==> src/rtl/xdw_pkg.sv <==
// Shared definitions for the extended word divide unit.
// Assumes: one word width drives every derived width in the unit.
package xdw_pkg;

    // Control sequencer states
    typedef enum logic [1:0] {
        XDW_IDLE = 2'd0,
        XDW_LOOP = 2'd1,
        XDW_FIX  = 2'd2
    } xdw_state_e;

    // Condition field bit positions
    localparam int unsigned CF_NEG  = 3;
    localparam int unsigned CF_POS  = 2;
    localparam int unsigned CF_ZERO = 1;
    localparam int unsigned CF_SO   = 0;

endpackage

==> src/rtl/xdw_prep.sv <==
// Operand preparation: builds the dividend and divisor magnitudes and the
// quotient sign, and flags the overflows that are known before dividing.
// Assumes: purely combinational; the operands are valid while start is high.
module xdw_prep #(
    parameter int unsigned WORD = 32,
    localparam int unsigned DW  = 2 * WORD
) (
    input  logic [WORD-1:0] a,
    input  logic [WORD-1:0] b,
    input  logic            sgn,
    output logic [DW-1:0]   dvd_mag,
    output logic [WORD-1:0] dvs_mag,
    output logic            q_neg,
    output logic            early_ov
);

    localparam logic [WORD-1:0] MOST_NEG = {1'b1, {(WORD-1){1'b0}}};
    localparam logic [WORD-1:0] ALL_ONES = {WORD{1'b1}};

    logic            a_neg;
    logic            b_neg;
    logic [WORD-1:0] a_mag;

    // Take operand magnitudes and the sign of the quotient
    always_comb begin
        a_neg   = sgn & a[WORD-1];
        b_neg   = sgn & b[WORD-1];
        a_mag   = a_neg ? (~a + 1'b1) : a;
        dvs_mag = b_neg ? (~b + 1'b1) : b;
        dvd_mag = {a_mag, {WORD{1'b0}}};
        q_neg   = a_neg ^ b_neg;
    end

    // Detect zero divisor, unsigned range failure and most-negative by minus one
    always_comb begin
        early_ov = (b == '0)
                 | (!sgn && (a >= b))
                 | (sgn && (a == MOST_NEG) && (b == ALL_ONES));
    end

endmodule

==> src/rtl/xdw_iter.sv <==
// Restoring shift-subtract divider. It produces one quotient bit per clock
// over DW steps. The dividend shifts out of the top of one register while
// quotient bits shift into the bottom.
// Assumes: load and step are never high together; dvs is nonzero.
module xdw_iter #(
    parameter int unsigned WORD = 32,
    localparam int unsigned DW    = 2 * WORD,
    localparam int unsigned CNT_W = $clog2(DW)
) (
    input  logic            clk,
    input  logic            rst_n,
    input  logic            load,
    input  logic            step,
    input  logic [DW-1:0]   dvd,
    input  logic [WORD-1:0] dvs,
    output logic [DW-1:0]   q_mag,
    output logic            last
);

    logic [DW-1:0]    shreg;
    logic [WORD-1:0]  rem;
    logic [WORD-1:0]  dvs_q;
    logic [CNT_W-1:0] cnt;
    logic [WORD:0]    trial;
    logic [WORD:0]    diff;
    logic             fits;

    // Form the partial remainder for this step and try the subtraction
    always_comb begin
        trial = {rem, shreg[DW-1]};
        diff  = trial - {1'b0, dvs_q};
        fits  = (trial >= {1'b0, dvs_q});
    end

    // Advance one quotient bit per clock, or reload on a new operation
    always_ff @(posedge clk) begin
        if (!rst_n) begin
            shreg <= '0;
            rem   <= '0;
            dvs_q <= '0;
            cnt   <= '0;
        end else if (load) begin
            shreg <= dvd;
            rem   <= '0;
            dvs_q <= dvs;
            cnt   <= '0;
        end else if (step) begin
            shreg <= {shreg[DW-2:0], fits};
            rem   <= fits ? diff[WORD-1:0] : trial[WORD-1:0];
            cnt   <= cnt + 1'b1;
        end
    end

    // Expose the quotient and flag the final step
    always_comb begin
        q_mag = shreg;
        last  = step && (cnt == CNT_W'(DW - 1));
    end

endmodule

==> src/rtl/xdw_post.sv <==
// Result finishing: applies the quotient sign and tests whether the
// 2*WORD-bit quotient fits in one word for the selected mode.
// Assumes: purely combinational; q_mag is the complete unsigned quotient.
module xdw_post #(
    parameter int unsigned WORD = 32,
    localparam int unsigned DW  = 2 * WORD
) (
    input  logic [DW-1:0]   q_mag,
    input  logic            q_neg,
    input  logic            sgn,
    output logic [WORD-1:0] res,
    output logic            late_ov
);

    logic [DW-1:0] q_full;

    // Apply the sign and check the upper half against the mode's range
    always_comb begin
        q_full = q_neg ? (~q_mag + 1'b1) : q_mag;
        res    = q_full[WORD-1:0];
        if (sgn) begin
            late_ov = (q_full[DW-1:WORD] != {WORD{q_full[WORD-1]}});
        end else begin
            late_ov = |q_full[DW-1:WORD];
        end
    end

endmodule

==> src/rtl/xdw_flags.sv <==
// Status state: overflow flag, sticky summary-overflow flag and condition
// field, updated once per finished operation.
// Assumes: commit is high for exactly one cycle per operation.
module xdw_flags
    import xdw_pkg::*;
#(
    parameter int unsigned WORD = 32
) (
    input  logic            clk,
    input  logic            rst_n,
    input  logic            commit,
    input  logic            ov,
    input  logic            ov_en,
    input  logic            rec_en,
    input  logic [WORD-1:0] res,
    output logic            ov_flag,
    output logic            so_flag,
    output logic [3:0]      cond
);

    logic       so_next;
    logic [3:0] cond_next;

    // Work out the summary flag after this operation and the new condition field
    always_comb begin
        so_next             = ov_en ? (so_flag | ov) : so_flag;
        cond_next           = '0;
        cond_next[CF_NEG]   = res[WORD-1];
        cond_next[CF_POS]   = !res[WORD-1] && (res != '0);
        cond_next[CF_ZERO]  = (res == '0);
        cond_next[CF_SO]    = so_next;
    end

    // Update the recorded state when an operation completes
    always_ff @(posedge clk) begin
        if (!rst_n) begin
            ov_flag <= 1'b0;
            so_flag <= 1'b0;
            cond    <= '0;
        end else if (commit) begin
            if (ov_en) begin
                ov_flag <= ov;
                so_flag <= so_next;
            end
            if (rec_en) begin
                cond <= cond_next;
            end
        end
    end

endmodule

==> src/rtl/xdiv_word_ext.sv <==
// Extended word divider top. It sequences preparation, the bit-serial loop
// and finishing, forces an overflowed quotient to zero and drives done.
// Assumes: a start while busy is dropped; done is one cycle wide.
module xdiv_word_ext
    import xdw_pkg::*;
#(
    parameter int unsigned WORD = 32,
    localparam int unsigned DW  = 2 * WORD
) (
    input  logic            clk,
    input  logic            rst_n,
    input  logic            start,
    input  logic [WORD-1:0] op_a,
    input  logic [WORD-1:0] op_b,
    input  logic            signed_mode,
    input  logic            ov_en,
    input  logic            rec_en,
    output logic [WORD-1:0] quotient,
    output logic            done,
    output logic            ov_flag,
    output logic            so_flag,
    output logic [3:0]      cond
);

    xdw_state_e      st;
    logic            busy;
    logic            accept;
    logic [DW-1:0]   dvd_mag;
    logic [WORD-1:0] dvs_mag;
    logic            q_neg;
    logic            early_ov;
    logic [DW-1:0]   q_mag;
    logic            last;
    logic [WORD-1:0] post_res;
    logic            late_ov;
    logic            sgn_q;
    logic            neg_q;
    logic            oven_q;
    logic            rec_q;
    logic            commit;
    logic            commit_ov;
    logic            commit_oven;
    logic            commit_rec;
    logic [WORD-1:0] commit_res;

    xdw_prep #(.WORD(WORD)) u_prep (
        .a        (op_a),
        .b        (op_b),
        .sgn      (signed_mode),
        .dvd_mag  (dvd_mag),
        .dvs_mag  (dvs_mag),
        .q_neg    (q_neg),
        .early_ov (early_ov)
    );

    xdw_iter #(.WORD(WORD)) u_iter (
        .clk   (clk),
        .rst_n (rst_n),
        .load  (accept && !early_ov),
        .step  (st == XDW_LOOP),
        .dvd   (dvd_mag),
        .dvs   (dvs_mag),
        .q_mag (q_mag),
        .last  (last)
    );

    xdw_post #(.WORD(WORD)) u_post (
        .q_mag   (q_mag),
        .q_neg   (neg_q),
        .sgn     (sgn_q),
        .res     (post_res),
        .late_ov (late_ov)
    );

    // Decide whether a start is taken and what the finishing cycle commits
    always_comb begin
        busy        = (st != XDW_IDLE);
        accept      = start && !busy;
        commit      = (accept && early_ov) || (st == XDW_FIX);
        commit_ov   = busy ? late_ov : 1'b1;
        commit_oven = busy ? oven_q  : ov_en;
        commit_rec  = busy ? rec_q   : rec_en;
        commit_res  = commit_ov ? '0 : post_res;
    end

    // Step the sequencer and hold the controls of the operation in flight
    always_ff @(posedge clk) begin
        if (!rst_n) begin
            st     <= XDW_IDLE;
            sgn_q  <= 1'b0;
            neg_q  <= 1'b0;
            oven_q <= 1'b0;
            rec_q  <= 1'b0;
        end else begin
            case (st)
                XDW_IDLE: begin
                    if (accept && !early_ov) begin
                        st     <= XDW_LOOP;
                        sgn_q  <= signed_mode;
                        neg_q  <= q_neg;
                        oven_q <= ov_en;
                        rec_q  <= rec_en;
                    end
                end
                XDW_LOOP: begin
                    if (last) begin
                        st <= XDW_FIX;
                    end
                end
                default: begin
                    st <= XDW_IDLE;
                end
            endcase
        end
    end

    // Register the visible quotient and the completion pulse
    always_ff @(posedge clk) begin
        if (!rst_n) begin
            quotient <= '0;
            done     <= 1'b0;
        end else begin
            done <= commit;
            if (commit) begin
                quotient <= commit_res;
            end
        end
    end

    xdw_flags #(.WORD(WORD)) u_flags (
        .clk     (clk),
        .rst_n   (rst_n),
        .commit  (commit),
        .ov      (commit_ov),
        .ov_en   (commit_oven),
        .rec_en  (commit_rec),
        .res     (commit_res),
        .ov_flag (ov_flag),
        .so_flag (so_flag),
        .cond    (cond)
    );

endmodule

==> config.mk <==
export PLATFORM = sky130hd
export DESIGN_NAME = xdiv_word_ext
export DESIGN_NICKNAME = d
export VERILOG_FILES = /design/src/rtl/xdw_pkg.sv /design/src/rtl/xdw_prep.sv /design/src/rtl/xdw_iter.sv /design/src/rtl/xdw_post.sv /design/src/rtl/xdw_flags.sv /design/src/rtl/xdiv_word_ext.sv
export SDC_FILE = /design/constraint.sdc
export NUM_CORES = 1
export LEC_CHECK = 0
export ABC_AREA = 1
export BUFFER_PORTS_ARGS = -buffer_cell sky130_fd_sc_hd__buf_2
export CORE_UTILIZATION = 50
export CTS_BUF_LIST = sky130_fd_sc_hd__clkbuf_4
export CTS_CLUSTER_SIZE = 20
export DETAILED_ROUTE_END_ITERATION = 7
export GPL_ROUTABILITY_DRIVEN = 1
export PLACE_DENSITY = 0.76
export SLEW_MARGIN = 20
export SYNTH_ARGS = -nofsm -noshare
export SYNTH_HDL_FRONTEND = slang
export SYNTH_SLANG_ARGS = --single-unit
export TNS_END_PERCENT = 10
==> constraint.sdc <==
create_clock -name clk -period 4.2 [get_ports clk]
set_clock_uncertainty 0.05 [all_clocks]
set_input_delay 0.84 -clock clk [delete_from_list [all_inputs] [get_ports clk]]
set_output_delay 0.84 -clock clk [all_outputs]
set_load 0.02 [all_outputs]
* After elaboration in Yosys (flattened, before gate mapping)
Cells that the tools add are included.
** Operators by class
- $mul :: 0
- Muxes and demuxes :: 15
- Reductions and logical operators :: 25
- Shifts and indexed selects :: 0
- Add/sub/neg operators :: 5
- Magnitude comparators :: 2
- Equality and inequality tests :: 8
- Bitwise gates (word level) :: 10
- Div/mod/pow operators :: 0
** Operators with widths (number)
- 64-bit 2-to-1 mux :: 3
- 32-bit 2-to-1 mux :: 4
- 32-bit by 1-bit adder with 32-bit output (second input constant) :: 2
- 64-bit by 1-bit adder with 64-bit output (second input constant) :: 1
- 32-bit equality test (second input constant) :: 2
- 32-bit logical NOT :: 2
- 32-bit inverter :: 2
- 64-bit inverter :: 1
- 33-bit by 32-bit >= comparator with 1-bit output :: 1
- 32-bit >= comparator :: 1
- 32-bit != test :: 1
- 32-bit nonzero test :: 1
- 32-bit OR reduction :: 1
- 32-bit subtractor :: 1
- 1-bit logical AND :: 8
- 2-bit AND reduction :: 4
- 6-bit by 1-bit adder with 6-bit output (second input constant) :: 1
- 6-bit equality test (second input constant) :: 1
- 1-bit 2-to-1 mux :: 5
- 1-bit logical NOT :: 4
- 2-bit 2-to-1 mux :: 2
- 2-bit case mux with 2 select lines :: 1
- 2-bit nonzero test :: 2
- 1-bit bitwise OR :: 3
- 10 further kinds :: 11
** Storage, ports and cells
- Memory bits (read-only) :: 0
- Logic and storage cells :: 80
- Memories :: 0
- Latch bits :: 0
- RAM bits :: 0
- Flip-flop bits (word level) :: 179

* Longest topological paths before layout
Gate-level depths: netlist of the first run.
- Word-level depth :: 9
- Depth in mapped cells :: 26

* By module
From an unflattened synthesis of the first run, not the netlist that was laid out.
** Unflattened totals
- Cell total of the unflattened synthesis :: 2908
- Area, all modules :: 16915.0 µm²
** Modules (own cells, without submodules)
- xdw_iter :: sequential area each 2682.6 µm², cells each 1356, area each 8461.9 µm², times used 1
- xdw_post :: sequential area each 0.0 µm², cells each 686, area each 3100.5 µm², times used 1
- xdw_prep :: sequential area each 0.0 µm², cells each 545, area each 3011.6 µm², times used 1
- xdiv_word_ext :: sequential area each 780.7 µm², cells each 261, area each 2001.9 µm², times used 1
- xdw_flags :: sequential area each 120.1 µm², cells each 60, area each 339.1 µm², times used 1

* Least setup slack after synthesis of the first run
Ideal clock, no wire load.
- Path kind :: input to register
- Start :: in op_b[0]
- End :: reg u_iter.rem[10]
- Path slack :: 1109 ps
- Arrival :: 2967 ps
- Cell stages on the path :: 17
- Setup time :: 74 ps
- Data required time :: 4076 ps
- Path through :: inv_1 ha_1 nand2_1 nor2_1 nand3_1 nor3_1 nand3_1 nor2_1 nand4_1 nor4_1 nand3_1 nand4_1 buf_4 nand2_1 buf_2 buf_2 a31oi_1
** On the way
- Cells in the longest elaborated chain, start to end :: 7
- Elaborated cells between the ends (all ways) :: 10
- Those cells by class :: 1 x order compare; 1 x eq/ne; 2 x bitwise; 6 x reduce/logical
** RTL lines
- start, declared :: RTL line xdiv_word_ext.sv:14 : input logic [WORD-1:0] op_b,
- 32-bit >= comparator :: RTL line xdw_prep.sv:37 : | (!sgn && (a >= b))
- 1-bit logical AND :: RTL line xdw_prep.sv:37
- 1-bit bitwise OR :: RTL line xdw_prep.sv:37
- 1-bit bitwise OR (*) :: RTL line xdw_prep.sv:38 : | (sgn && (a == MOST_NEG) && (b == ALL_ONES));
- 1-bit logical NOT (*) :: RTL line xdiv_word_ext.sv:59 : .load (accept && !early_ov),
- 1-bit logical AND (*) :: RTL line xdiv_word_ext.sv:59
- 2-bit OR reduction (no line) (*)
- end signal, assigned :: RTL line xdw_iter.sv:49 : rem <= fits ? diff[WORD-1:0] : trial[WORD-1:0];
- end, declared :: RTL line xdw_iter.sv:21 : logic [WORD-1:0] rem;
Every way passes the cells marked *; elsewhere a longest branch is shown, timed or not.
A chain may end at the register's enable or synchronous reset.

* Worst setup path in the final report of the first run
- Start :: reg u_iter.shreg[0] (netlist: u_iter.q_mag[0])
- End :: reg u_flags.cond[0]
** On the way
- Cells in the longest elaborated chain, start to end :: 8
- Elaborated cells between the ends (all ways) :: 9
- Those cells by class :: 1 x add/sub; 1 x eq/ne; 4 x mux; 2 x bitwise; 1 x reduce/logical
** RTL lines
- start, declared :: RTL line xdw_iter.sv:20 : logic [DW-1:0] shreg;
- start signal, assigned :: RTL line xdw_iter.sv:43 : shreg <= dvd;
- start signal, assigned :: RTL line xdw_iter.sv:48 : shreg <= {shreg[DW-2:0], fits};
- 64-bit inverter (*) :: RTL line xdw_post.sv:19 : q_full = q_neg ? (~q_mag + 1'b1) : q_mag;
- 64-bit by 1-bit adder with 64-bit output (*) :: RTL line xdw_post.sv:19
- 64-bit 2-to-1 mux (*) :: RTL line xdw_post.sv:19
- 32-bit != test / 32-bit OR reduction (equally long branches) :: RTL line xdw_post.sv:22, xdw_post.sv:24
- 1-bit 2-to-1 mux (*) :: RTL line xdw_post.sv:21 : if (sgn) begin
- 1-bit 2-to-1 mux (*) :: RTL line xdiv_word_ext.sv:80 : commit_ov = busy ? late_ov : 1'b1;
- 1-bit bitwise OR (*) :: RTL line xdw_flags.sv:26 : so_next = ov_en ? (so_flag | ov) : so_flag;
- 1-bit 2-to-1 mux (*) :: RTL line xdw_flags.sv:26
- end signal, assigned :: RTL line xdw_flags.sv:46 : cond <= cond_next;
- end, declared :: RTL line xdw_flags.sv:18 : output logic [3:0] cond
Marks and branches as above.

==> run_results.csv, run 1 <==
group,metric,value,unit
cts,ctsHoldBuffers,0,
cells_and_area,final_common_cell,"nand2_1",
synth,synth_area_per_cell,6.19,sq um
floorplanning,initial_core_util,0.508,
power_and_ir_drop,p_leak,0.00680,uW
sta,max_freq,0.270,GHz
floorplanning,std_cell_rows,60,
sta,whs,0.421,ns
placement,portBuffers,108,
flow_run,drv_cap,0,
cells_and_area,seq_area,3580,sq um
cts,cts_setup_buffers,0,
synth,synth_edf_count,0,
route,dr.first_iter.drc_count,1200,
cts,clockRootBuffer,"clkbuf_4",
placement,place_congestion,1.00,
cts,cts.sink_count,179,
cts,postCtsResizedCells,0,
power_and_ir_drop,vdd_drop_max,221,uV
critical_path,slowest_delay,0.43,ns
cts,cts_buffers,17,
sta,post-route-period-util,0.882,
hold_path,hp-class,"register to register",
cts,clock_path_buffers,2,
critical_path,cpMaxStageDelayCell,"a21oi_1",
power_and_ir_drop,total_power,5020,uW
synth,ys_types,53,
cts,cts_tree,"built",
synth,synthArstFlopShare,0,
cells_and_area,fill_cells,2734,
global_route,grt_pass1_vias,13800,
cts,ctsHtreeMaxLevel,4,
global_route,antenna_found_initial,1,
route,ant_nets,0,
cells_and_area,layout-drive-gt1-share,0.0970,
critical_path,worstPathMaxFanout,15,
global_route,overflow,0,
cts,clk_latency,0.58,ns
synth,syn-num-nets,2353,
sta,setup_violations,0,
synth,syn_inst,2213,
cells_and_area,finalInstanceArea,14900,sq um
placement,hpwl,33500,um
floorplanning,die_height,168,um
critical_path,crit_arrival,4.16,ns
placement,dpl_cell_area,14500,sq um
critical_path,critical_path_class,"register to register",
synth,syn_area,13700,sq um
critical_path,end_kind,"register",
global_route,grt-busiest-layer,"met2",
synth,yosysWarnings,0,
critical_path,cp_common_cell,"nand2_1",
synth,ys_ff_latch,179,
global_route,grt.met2_usage,0.511,
route,routedWlPerCell,16.1,um
outcome,status,"completed",
global_route,grt_max_degree,110,
critical_path,start_kind,"register",
global_route,globalRouteMet1Util,0.406,
global_route,grt.total_usage,0.308,
global_route,grt_pass1_wl,69800,um
cells_and_area,nets,2427,
sta,hold_violations,0,
route,routed_wirelength,42600,um
floorplanning,die_w,168,um
sta,finalCriticalPeriod,3.71,ns
critical_path,cp_cell_sequence,"inv_1 -> ha_1 -> nand3_2 -> nor2_1 -> nand2_1 -> a21oi_1 -> nand2_1 -> nand2_1 -> nand2_1 -> nand2_1 -> nand2_1 -> nor2_1 -> nand2_1 -> nor2_1 -> nand2_1 -> nor2_1 -> nor2_2 -> nor2_4 -> buf_4 -> inv_2 -> a21oi_1 -> nand2_1 -> o211ai_1 -> inv_2",
sta,tns,0,ns
cells_and_area,multi_input_area,8930,sq um
route,drcViolationCount,0,
sta,worst_pin_slew,0.816,ns
global_route,met3_usage,0.0300,
floorplanning,dieArea,28100,sq um
cells_and_area,final_cell_mix,"581 x nand2_1, 299 x nor2_1, 202 x inv_1, 180 x a21oi_1, 178 x dfxtp_1",
cells_and_area,area_growth,8.42,%
route,first_pass_iters,5,
synth,ys_seq_area_frac,0.262,
sta,timing.slew.headroom,0.456,
synth,synth_ff_type,"dfxtp_1",
route,vias_per_cell,5.57,
cts,clk_pin_slew,0.19,ns
critical_path,required,4.66,ns
floorplanning,coreArea,27000,sq um
route,vias,14700,
floorplanning,io_pins,109,
sta,grt_setup_unrepaired,"false",
sta,slew_viol_final,0,
power_and_ir_drop,pwr_density_cell,338,nW/um^2
-- Yosys cell counts (24+ instances only) --
cell	instances	area, sq um
nand2_1	582	2180
nor2_1	300	1130
inv_1	203	762
a21oi_1	180	901
dfxtp_1	179	3580
nand3_1	160	801
o21ai_0	100	500
xor2_1	77	674
ha_1	69	863
clkbuf_1	49	184
nand4_1	40	250
a31oi_1	38	238
a211oi_1	37	278
nor3_1	27	135
buf_2	24	120
-- state kept, by name, indices dropped and copies added, names as in the netlist --
name             count
done                 1
rec_q                1
sgn_q                1
u_flags.ov_flag      1
u_flags.so_flag      1
oven_q               1
quotient            32
st                   2
neg_q                1
u_iter.dvs_q        32
u_iter.cnt           6
u_flags.cond         4
u_iter.rem          32
u_iter.q_mag        64
-- metrics by stage --
| step | setup WS, ns | utilization | cells |
|---|---|---|---|
| finish | 0.494 | 0.551 | 2643 |
| global route | 0.0894 | 0.551 | 2643 |
| CTS | 0.517 | 0.551 | 2641 |
| detailed placement | 0.368 | 0.539 | 2609 |
| global placement | 0.472 | 0.539 | 2609 |
| floorplan | 1.11 | - | 2213 |
-- cell type report --
class | instances | share of cell area
Tap cell | 341 | 0.0287
Inverter | 213 | 0.0538
Clock inverter | 14 | 0.0126
Multi-Input combinational cell | 1737 | 0.601
Antenna cell | 2 | 0.000337
Timing Repair Buffer | 139 | 0.0532
Sequential cell | 179 | 0.241
Clock buffer | 18 | 0.00910
-- kinds of logic after synthesis --
family                   after synthesis  share of synthesized area
AO/OA/AOI/OAI                        408                      0.170
flip-flops                           179                      0.262
buffers and inverters                297                     0.0877
adder cells (fa/ha/maj)               70                     0.0645
XOR/XNOR                              92                     0.0588
AND/OR/NAND/NOR                     1167                      0.358
-- power by group --
group          internal, uW  switching [uW]  total, uW
Combinational           654            1400       2050
Sequential             1800             118       1910
Clock                   342             715       1060
Total                  2790            2230       5020
-- critical path: cells and delay by family, from the launching register on --
family / cells / cell delay, ns
and+or+nand+nor: 16 / 1.84
AOI/OAI and AO/OA: 3 / 0.63
buffers and inverters: 4 / 0.48
DFF: 1 / 0.40
adders and majority gates: 1 / 0.22
-- metal layers --
metal | part of all wire | up-vias
li1 | - | 7461
met1 | 0.45 | 6689
met2 | 0.46 | 478
met3 | 0.051 | 83
met4 | 0.035 | 0
met5 | 0 | -
-- final timing paths --
check	end	slack [ns]	cells past startpoint	from
setup / recovery	u_flags.cond[0]$_SDFFE_PN0P_	0.49	24	u_iter.q_mag[0]$_SDFFE_PP0P_
hold reg to reg	rec_q$_SDFFE_PN0P_	0.42	2	rec_q$_SDFFE_PN0P_
hold / removal	rec_q$_SDFFE_PN0P_	0.42	2	rec_q$_SDFFE_PN0P_
setup reg to reg	u_flags.cond[0]$_SDFFE_PN0P_	0.49	24	u_iter.q_mag[0]$_SDFFE_PP0P_
No activity file was read; power rests on OpenSTA's default activity.
==> run 2, diff against run 1 <==
Settings changed: CTS_BUF_LIST sky130_fd_sc_hd__clkbuf_4 to not set.
==> run 2 against run 1 <==
Utilization rose by 1.1 points. Sequential cell count unchanged. Clock power is 57% higher. Clock-buffer cell count is the same. Worst setup slack gained 0.037 ns. First-iteration DRC count down 9.3%. Largest power group unchanged.
==> run_results.csv, run 2 (synthesis gave the netlist of run 1 again) <==
group,metric,value,unit
critical_path,cp_common_cell,"nand2_1",
placement,portBuffers,108,
power_and_ir_drop,pwr_density_cell,371,nW/um^2
placement,post-place-ws,0.368,ns
floorplanning,dieArea,28100,sq um
floorplanning,io_pins,109,
global_route,grt_pass1_vias,13800,
cells_and_area,multi_input_area,8930,sq um
cts,postCtsResizedCells,0,
sta,setup_violations,0,
cells_and_area,nets,2427,
route,routed_wirelength,42900,um
critical_path,critical_path_class,"register to register",
critical_path,start_kind,"register",
sta,post-route-period-util,0.874,
cells_and_area,finish.utilization,0.562,
floorplanning,initial_core_util,0.508,
critical_path,worstPathMaxFanout,15,
cts,clk_pin_slew,0.08,ns
cts,cts.sink_count,179,
global_route,antenna_found_initial,0,
sta,slew_viol_final,0,
route,first_pass_iters,5,
cells_and_area,num_antenna_cells,0,
global_route,grt_pass1_wl,69900,um
cts,clk_latency,0.44,ns
critical_path,cp_top_family,"simple AND/OR/NAND/NOR gates",
sta,whs,0.410,ns
cells_and_area,final_common_cell,"nand2_1",
sta,grt_setup_unrepaired,"false",
route,dr.first_iter.drc_count,1089,
critical_path,cp_cell_sequence,"inv_1 -> ha_1 -> nand3_2 -> inv_1 -> nand3b_1 -> o21ai_2 -> nand2_1 -> nand2_1 -> nand2_1 -> nor2_1 -> and2_1 -> nand2_1 -> nor2_1 -> nand3_1 -> nand2_1 -> nand2_1 -> nor2_4 -> buf_4 -> inv_2 -> a21oi_1 -> nand2_1 -> o211ai_1 -> inv_2",
route,routedWlPerCell,16.2,um
cells_and_area,fill_cells,2694,
global_route,overflow,0,
sta,worst_pin_slew,0.827,ns
route,vias_per_cell,5.59,
power_and_ir_drop,p_leak,0.00693,uW
cells_and_area,layout-drive-gt1-share,0.0965,
cells_and_area,seq_area,3580,sq um
route,drcViolationCount,0,
cts,clockRootBuffer,"clkbuf_16",
power_and_ir_drop,vdd_drop_max,262,uV
sta,finalCriticalPeriod,3.67,ns
cts,cts_tree,"built",
critical_path,cpMaxStageDelayCell,"o21ai_2",
route,vias,14800,
cells_and_area,area_growth,10.5,%
floorplanning,die_w,168,um
hold_path,hp-class,"register to register",
sta,tns,0,ns
critical_path,slowest_delay,0.44,ns
critical_path,path_buf_inv,5,
floorplanning,coreArea,27000,sq um
cells_and_area,final_cell_mix,"581 x nand2_1, 299 x nor2_1, 202 x inv_1, 180 x a21oi_1, 178 x dfxtp_1",
cts,ctsHtreeMaxLevel,4,
floorplanning,std_cell_rows,60,
cts,ctsHoldBuffers,0,
placement,hpwl,33500,um
flow_run,drv_cap,0,
sta,max_freq,0.273,GHz
critical_path,required,4.49,ns
cts,cts_buffers,17,
sta,hold_violations,0,
sta,fin_ws,0.531,ns
cells_and_area,largest_reg_flops,64,
placement,place_congestion,1.00,
power_and_ir_drop,total_power,5620,uW
critical_path,end_kind,"register",
outcome,status,"completed",
global_route,grt.total_usage,0.308,
critical_path,crit_arrival,3.96,ns
cts,cts_setup_buffers,0,
route,ant_nets,0,
floorplanning,die_height,168,um
cts,clock_path_buffers,2,
sta,timing.slew.headroom,0.449,
global_route,grt_max_degree,110,
[run 2: worst paths after layout]
check | start | end | slack [ns] | depth (start not counted)
min reg2reg | rec_q$_SDFFE_PN0P_ | rec_q$_SDFFE_PN0P_ | 0.41 | 2
min | rec_q$_SDFFE_PN0P_ | rec_q$_SDFFE_PN0P_ | 0.41 | 2
max reg2reg | u_iter.q_mag[0]$_SDFFE_PP0P_ | u_flags.cond[0]$_SDFFE_PN0P_ | 0.53 | 23
max | u_iter.q_mag[0]$_SDFFE_PP0P_ | u_flags.cond[0]$_SDFFE_PN0P_ | 0.53 | 23
[run 2: final cells by class]
class,count,area share
repair buffers,139,0.0521
clock inverters,14,0.0124
multi-input cells,1737,0.589
clock buffers,18,0.0283
inverters,213,0.0528
well taps,341,0.0282
flip-flops and latches,179,0.237
[run 2: metrics by stage]
| step | area, sq um | instances |
|---|---|---|
| after floorplan | 13700 | 2213 |
| after global placement | 14500 | 2609 |
| after detailed placement | 14500 | 2609 |
| after CTS | 15100 | 2641 |
| after global routing | 15100 | 2641 |
| final | 15100 | 2641 |
[run 2: where the power goes]
group	internal, uW	total, uW	switching (uW)	leakage [uW]
Combinational	654	2050	1400	0.00518
Clock	860	1660	795	0.000295
Sequential	1790	1910	118	0.00146
[run 2: layer usage]
metal  vias up  track usage  routed length, um
met2       488        0.514              19900
li1       7470            -                  -
met1      6718        0.406              19200
met3        87       0.0329               2350
met4         0        0.123               1470
met5         -            0                  0
[run 2: worst min-delay path, cell delays in order, from the launching register on]
cell	delay [ns]
dfxtp_1	0.30
inv_1	0.06
a21oi_1	0.06
